[src/rtl/hist_pkg.sv]
package hist_pkg;

   // Phases of the bank clear sequence
   typedef enum logic [1:0] {
      CLR_IDLE = 2'd0,   // counting samples
      CLR_ARM  = 2'd1,   // one cycle for the last sample to leave stage 2
      CLR_WIPE = 2'd2    // zero one address per clock
   } clr_state_e;

endpackage

[src/rtl/hist_ctrl.sv]
module hist_ctrl
   import hist_pkg::*;
#(
   parameter int SMP_W = 4,
   parameter int NAVGS = 16,
   localparam int BINS = 1 << SMP_W,
   localparam int SC_W = $clog2(NAVGS)
) (
   input  logic             clk,
   input  logic             rst,
   input  logic             smp_valid,
   input  logic             restart_req,
   output logic             accept,
   output logic             bank,
   output logic             clr_busy,
   output logic             clr_load,
   output logic [SMP_W-1:0] clr_addr,
   output logic [SC_W-1:0]  blk_cnt,
   output logic             irq
);

   clr_state_e       state;
   logic             first;
   logic             swap_pend;
   logic [SMP_W-1:0] clr_idx;
   logic             blk_end;
   logic             restart;

   assign accept   = smp_valid && (state == CLR_IDLE);
   assign blk_end  = accept && (blk_cnt == SC_W'(NAVGS - 1));
   assign restart  = restart_req && (state == CLR_IDLE) && !blk_end;
   assign clr_busy = (state != CLR_IDLE);
   assign clr_load = (state == CLR_WIPE);
   assign clr_addr = first ? '0 : clr_idx;

   always_ff @(posedge clk) begin
      if (rst) begin
         state     <= CLR_WIPE;
         first     <= 1'b1;
         swap_pend <= 1'b0;
         bank      <= 1'b0;
         blk_cnt   <= '0;
         clr_idx   <= '0;
         irq       <= 1'b0;
      end else begin
         irq <= 1'b0;
         case (state)
            CLR_IDLE: begin
               if (blk_end) begin
                  state     <= CLR_ARM;
                  bank      <= ~bank;
                  blk_cnt   <= '0;
                  swap_pend <= 1'b1;
               end else if (restart) begin
                  state     <= CLR_ARM;
                  blk_cnt   <= '0;
                  swap_pend <= 1'b0;
               end else if (accept) begin
                  blk_cnt <= blk_cnt + SC_W'(1);
               end
            end
            CLR_ARM: begin
               state <= CLR_WIPE;
               first <= 1'b1;
            end
            CLR_WIPE: begin
               first   <= 1'b0;
               irq     <= first && swap_pend;
               clr_idx <= clr_addr + SMP_W'(1);
               if (clr_addr == SMP_W'(BINS - 1)) begin
                  state <= CLR_IDLE;
               end
            end
            default: state <= CLR_IDLE;
         endcase
      end
   end

endmodule

[src/rtl/hist_pipe.sv]
module hist_pipe #(
   parameter int SMP_W = 4,
   parameter int CNT_W = 5,
   localparam int AW = SMP_W + 1,
   localparam int NSTG = 3
) (
   input  logic             clk,
   input  logic             rst,
   input  logic             accept,
   input  logic [SMP_W-1:0] smp_data,
   input  logic             bank,
   input  logic             clr_load,
   input  logic [SMP_W-1:0] clr_addr,
   output logic [AW-1:0]    rd_addr,
   input  logic [CNT_W-1:0] rd_data,
   output logic             s1_live,
   output logic             wr_en,
   output logic [AW-1:0]    wr_addr,
   output logic [CNT_W-1:0] wr_data
);

   logic [NSTG-1:0]  ce;
   logic [AW-1:0]    s1_addr;
   logic [AW-1:0]    s2_addr;
   logic [CNT_W-1:0] s2_val;
   logic [AW-1:0]    s3_addr;
   logic [CNT_W-1:0] s3_val;
   logic [CNT_W-1:0] base;

   assign rd_addr = {bank, smp_data};

   // Pick the freshest copy of the bin: the word being written now,
   // then the word written one clock ago, then the RAM read.
   always_comb begin
      if (ce[1] && (s2_addr == s1_addr)) begin
         base = s2_val;
      end else if (ce[2] && (s3_addr == s1_addr)) begin
         base = s3_val;
      end else begin
         base = rd_data;
      end
   end

   always_ff @(posedge clk) begin
      if (rst) begin
         ce <= '0;
      end else begin
         ce <= {ce[NSTG-2:0], accept} | {1'b0, clr_load, 1'b0};
      end
   end

   always_ff @(posedge clk) begin
      s1_addr <= rd_addr;
      if (clr_load) begin
         s2_addr <= {bank, clr_addr};
         s2_val  <= '0;
      end else begin
         s2_addr <= s1_addr;
         s2_val  <= base + CNT_W'(1);
      end
      s3_addr <= s2_addr;
      s3_val  <= s2_val;
   end

   assign s1_live = ce[0];
   assign wr_en   = ce[1];
   assign wr_addr = s2_addr;
   assign wr_data = s2_val;

endmodule

[src/rtl/hist_ram.sv]
module hist_ram #(
   parameter int AW = 5,
   parameter int DW = 5,
   localparam int DEPTH = 1 << AW
) (
   input  logic          clk,
   input  logic          we,
   input  logic [AW-1:0] waddr,
   input  logic [DW-1:0] wdata,
   input  logic [AW-1:0] raddr_a,
   output logic [DW-1:0] rdata_a,
   input  logic [AW-1:0] raddr_b,
   output logic [DW-1:0] rdata_b
);

   logic [DW-1:0] mem [DEPTH];

   always_ff @(posedge clk) begin
      if (we) begin
         mem[waddr] <= wdata;
      end
   end

   always_ff @(posedge clk) begin
      rdata_a <= mem[raddr_a];
   end

   always_ff @(posedge clk) begin
      rdata_b <= mem[raddr_b];
   end

endmodule

[src/rtl/hist_accum.sv]
module hist_accum #(
   parameter int SMP_W = 4,
   parameter int NAVGS = 16,
   localparam int CNT_W = $clog2(NAVGS + 1),
   localparam int SC_W  = $clog2(NAVGS),
   localparam int AW    = SMP_W + 1
) (
   input  logic             clk,
   input  logic             rst,
   input  logic             smp_valid,
   input  logic [SMP_W-1:0] smp_data,
   input  logic             bus_stb,
   input  logic             bus_we,
   input  logic [SMP_W-1:0] bus_addr,
   output logic             bus_ack,
   output logic             bus_stall,
   output logic [CNT_W-1:0] bus_rdata,
   output logic             irq
);

   generate
      if (SMP_W < 1 || SMP_W > 12) begin : g_bad_width
         $error("hist_accum: SMP_W must lie in 1..12");
      end
      if (NAVGS < 2) begin : g_bad_navgs
         $error("hist_accum: NAVGS must be at least 2");
      end
   endgenerate

   logic             accept;
   logic             bank;
   logic             clr_busy;
   logic             clr_load;
   logic [SMP_W-1:0] clr_addr;
   logic [SC_W-1:0]  blk_cnt;
   logic [AW-1:0]    rd_addr;
   logic [CNT_W-1:0] rd_data;
   logic             s1_live;
   logic             wr_en;
   logic [AW-1:0]    wr_addr;
   logic [CNT_W-1:0] wr_data;

   hist_ctrl #(.SMP_W(SMP_W), .NAVGS(NAVGS)) u_ctrl (
      .clk         (clk),
      .rst         (rst),
      .smp_valid   (smp_valid),
      .restart_req (bus_stb && bus_we),
      .accept      (accept),
      .bank        (bank),
      .clr_busy    (clr_busy),
      .clr_load    (clr_load),
      .clr_addr    (clr_addr),
      .blk_cnt     (blk_cnt),
      .irq         (irq)
   );

   hist_pipe #(.SMP_W(SMP_W), .CNT_W(CNT_W)) u_pipe (
      .clk      (clk),
      .rst      (rst),
      .accept   (accept),
      .smp_data (smp_data),
      .bank     (bank),
      .clr_load (clr_load),
      .clr_addr (clr_addr),
      .rd_addr  (rd_addr),
      .rd_data  (rd_data),
      .s1_live  (s1_live),
      .wr_en    (wr_en),
      .wr_addr  (wr_addr),
      .wr_data  (wr_data)
   );

   hist_ram #(.AW(AW), .DW(CNT_W)) u_ram (
      .clk     (clk),
      .we      (wr_en),
      .waddr   (wr_addr),
      .wdata   (wr_data),
      .raddr_a (rd_addr),
      .rdata_a (rd_data),
      .raddr_b ({~bank, bus_addr}),
      .rdata_b (bus_rdata)
   );

   always_ff @(posedge clk) begin
      if (rst) begin
         bus_ack <= 1'b0;
      end else begin
         bus_ack <= bus_stb;
      end
   end

   assign bus_stall = 1'b0;

endmodule

[config.mk]
export PLATFORM = sky130hd
export DESIGN_NAME = hist_accum
export DESIGN_NICKNAME = d
export VERILOG_FILES = /design/src/rtl/hist_pkg.sv /design/src/rtl/hist_ctrl.sv /design/src/rtl/hist_pipe.sv /design/src/rtl/hist_ram.sv /design/src/rtl/hist_accum.sv
export SDC_FILE = /design/constraint.sdc
export NUM_CORES = 1
export LEC_CHECK = 0
export BUFFER_PORTS_ARGS = -buffer_cell sky130_fd_sc_hd__buf_2
export CAP_MARGIN = 20
export CORE_MARGIN = 8
export CORE_UTILIZATION = 32
export DETAILED_ROUTE_END_ITERATION = 10
export PLACE_DENSITY = 0.44
export SLEW_MARGIN = 10
export SYNTH_ARGS = -nofsm -noshare
export SYNTH_HDL_FRONTEND = slang
export SYNTH_SLANG_ARGS = --single-unit
[constraint.sdc]
create_clock -name clk -period 2.99 [get_ports clk]
set_input_delay 0.598 -clock clk [delete_from_list [all_inputs] [get_ports clk]]
set_output_delay 0.598 -clock clk [all_outputs]
set_load 0.01 [all_outputs]
==> summary.md <==
| Metric | Value |
|---|---|
| Post-CTS Hold Fix Bufs | `0` |
| Minimum clock period | `between 2 and 2.5 ns` |
| Max Cap Viol | `0` |
| Io pins | `21` |
| FP Rows | `62` |
| Post-DP Area | `9980 um^2` |
| Post-synthesis sequential area ratio | `62.5%` |
| Drt total wl | `between 20,000 and 25,000 um` |
| RSZ-0062 raised after global routing | `no` |
| Total GRT Usage | `between 10% and 20%` |
| Die Area | `about 35,000 um^2` |
| Ys async rst share | `0%` |
| Sink Count | `about 210` |
| Cell area power density | `approximately 680 nW/um^2` |
| Synth Instances | `around 530` |
| CP Buf/Inv Count | `0` |
| Clock Pin Slew Worst Setup and Hold Paths | `~0.060 ns` |
| Final setup viols | `0` |
| Post-synth top area cell | `edfxtp_1` |
| Final Cell Area | `10,900 um^2` |
| Mapped Area | `9390 um^2` |
| Status | `finished, final reports clean` |
| DP HPWL | `approximately 16,000 um` |
| Synthesis-stage register bit count | `approximately 210` |
| Area of the multi-input gates | `roughly 3400 um^2` |
| Leakage | `~3.6 nW` |
| Slowest cell on crit path | `dfxtp_1` |
| CP endpoint kind | `register` |
| Crit-path max FO | `10` |
| Area contributors post-synth | `edfxtp_1 (51%), mux4_2 (24%), dfxtp_1 (11%), nor2_1 (2.0%), mux2_2 (1.6%)` |
| Nature of the critical path startpoint | `register` |
| Worst path max stage delay | `0.65 ns` |
| Residual DRC | `0` |
| Post-route ant nets | `0` |
| Final hold vios | `0` |
| Layout cell share with drive strength beyond 1 | `~32%` |
| Max Freq | `0.463 GHz` |
| Initial core utilization | `between 30% and 40%` |
| Initial DRC Count | `~420` |
| Setup CP Type | `reg -> reg` |
| Port bufs | `19` |
| CP top delay family | `flip-flops` |
| Nets | `577` |
| Total CTS buffers | `25` |
| Ant diodes | `0` |
| Worst-Skew Late Latency | `0.52 ns` |
| Max VDD drop | `around 410 uV` |
| TritonCTS clock tree | `done` |
| Setup bufs post-CTS | `0` |
| Mean post-synth cell area | `~18 um^2` |
| Initial antenna violation count | `1` |
| Register Area | `5870 um^2` |
| Horiz. Die Dim | `187 um` |
| Setup TNS | `0 ns` |
| Most used flip-flop cell after synthesis | `edfxtp_1` |
| Detailed Routing Iterations Pass 1 | `4` |
| Library cells used by synthesis | `42` |
| Vias/cell | `around 5.2` |
| Core area | `around 29,000 um^2` |
| Average wire per standard cell | `approximately 24 um` |
| CP Cell Sequence | `xnor2_1 -> and4_1 -> nand2_1 -> nor2_1 -> a31oi_1 -> ha_1 -> a31o_1 -> a21oi_1` |
| Worst Path Required | `3.44 ns` |
| Clock Skews | `~0.013 ns` |
| Longest Clk Path Bufs | `3` |
| Number of global-route vias before repair | `between 5,000 and 6,000` |
| Total grt overflow | `0` |
| Vert. Die Dim | `roughly 190 um` |
| Top-area cell type share of the netlist area | `slightly above 50%` |
| Placer Congestion | `about 0.74` |
| CP arrival | `2.61 ns` |
| First-pass GRT wire length | `35,000 um` |
| Post_cts resized | `0` |
| Syn nets | `about 550` |
| Final Util | `37.8%` |
| # fillers | `2,617` |
| Final Cycle Share | `72.3%` |
| Max-slew headroom | `between 40% and 50%` |
| Yosys warnings | `0` |
| Post-synth EDFFs | `160` |
| Max Slew Vio Count | `0` |
| Hold Crit Class | `in -> reg` |
| Pin count of the biggest net entering global routing | `41` |
| Htree depth | `1` |
| CTS Root Cell | `clkbuf_16` |
| P&R area growth vs syn | `15.9%` |
| Slew @ Worst Pin | `0.865 ns` |
| Via Count | `roughly 5,000` |
## power breakdown
part           total, mW  internal (mW)  switching, mW
clock network       3.32           2.13           1.19
logic              0.655          0.291          0.364
registers           3.39           3.31         0.0799
## kinds of logic after synthesis
kind of cell	synth area share, %
DFF	62.5
muxes	26.0
and+or+nand+nor	5.45
buffers and inverters	1.75
AOI/OAI and AO/OA	2.20
xor gates and xnor gates	1.31
adders and majority gates	0.800
other	0.0399
## layout make-up
cell class                 instances  share of cell area (%)
sequential                       213                    53.9
multi-input combinational        279                    30.9
clock buffer                      29                    5.89
tap                              384                    4.42
clock inverter                    16                    2.38
timing repair buffer              34                    2.37
inverter                           5                   0.172
## path summary, 6_finish.rpt
check,depth (start not counted),endpoint,start,slack [ns]
hold / removal,2,bus_ack$_SDFF_PP0_,bus_stb,0.37
hold reg to reg,0,u_pipe.s3_addr[1]$_DFF_P_,u_pipe.wr_addr[1]$_DFF_P_,0.42
setup / recovery,8,u_pipe.wr_data[4]$_SDFF_PP0_,u_pipe.wr_addr[2]$_DFF_P_,0.83
setup reg to reg,8,u_pipe.wr_data[4]$_SDFF_PP0_,u_pipe.wr_addr[2]$_DFF_P_,0.83
## metal layers
| metal | vias up | wire, um | global-route usage (%) |
|---|---|---|---|
| li1 | 2212 | - | - |
| met1 | 2585 | 10200 | 17.5 |
| met2 | 140 | 11000 | 21.3 |
| met3 | 32 | 1270 | 3.00 |
| met4 | 2 | 416 | 3.27 |
| met5 | - | 13 | 0 |
## synthesized netlist by cell type (2+ instances only)
library cell,number
clkbuf_1,17
xnor2_1,12
nand4_1,3
buf_2,8
nand2b_1,2
and4_1,2
o22ai_1,2
and2_1,2
o21ai_0,10
nand2_1,17
mux2i_1,3
nor2b_1,8
buf_1,9
a32oi_1,2
or3b_2,2
xor2_1,2
nand3_1,9
ha_1,6
dfxtp_1,53
a21oi_1,7
inv_1,5
nor2_1,50
nand3b_1,5
mux2_2,13
nor3_1,4
and3_1,2
mux4_2,100
a31oi_1,4
edfxtp_1,160
## cell usage in the layout (no fill, tap or decap), types with 8 or more instances in the layout
cell,Yosys,final
nor2_1,50,50
edfxtp_1,160,160
nor2b_1,8,8
nand3_1,9,9
mux2_2,13,13
buf_4,1,11
clkbuf_16,0,25
xnor2_1,12,12
buf_2,8,19
dfxtp_1,53,53
mux4_2,100,100
nand2_1,17,17
o21ai_0,10,10
## stage by stage
step	power, mW	hold slack [ns]	std cells	setup slack [ns]
finish	7.37	0.367	960	0.829
detailed placement	4.11	0.413	915	0.313
CTS	7.45	0.340	960	0.838
global route	7.62	0.383	960	0.625
global placement	4.10	0.406	915	0.313
floorplan	3.87	0.329	532	0.633
## sequential cells by signal, summed over array words and instances (netlist names)
register,cells
u_ram.mem,160
u_pipe.s1_addr,5
u_pipe.s3_addr,5
u_pipe.s3_val,5
u_pipe.wr_addr,5
u_pipe.wr_data,5
u_ram.rdata_a,5
u_ram.rdata_b,5
u_ctrl.blk_cnt,4
u_ctrl.clr_idx,4
u_pipe.ce,3
u_ctrl.state,2
bus_ack,1
u_ctrl.bank,1
u_ctrl.first,1
u_ctrl.irq,1
u_ctrl.swap_pend,1
Note: power is estimated with default switching activity, not from simulation.
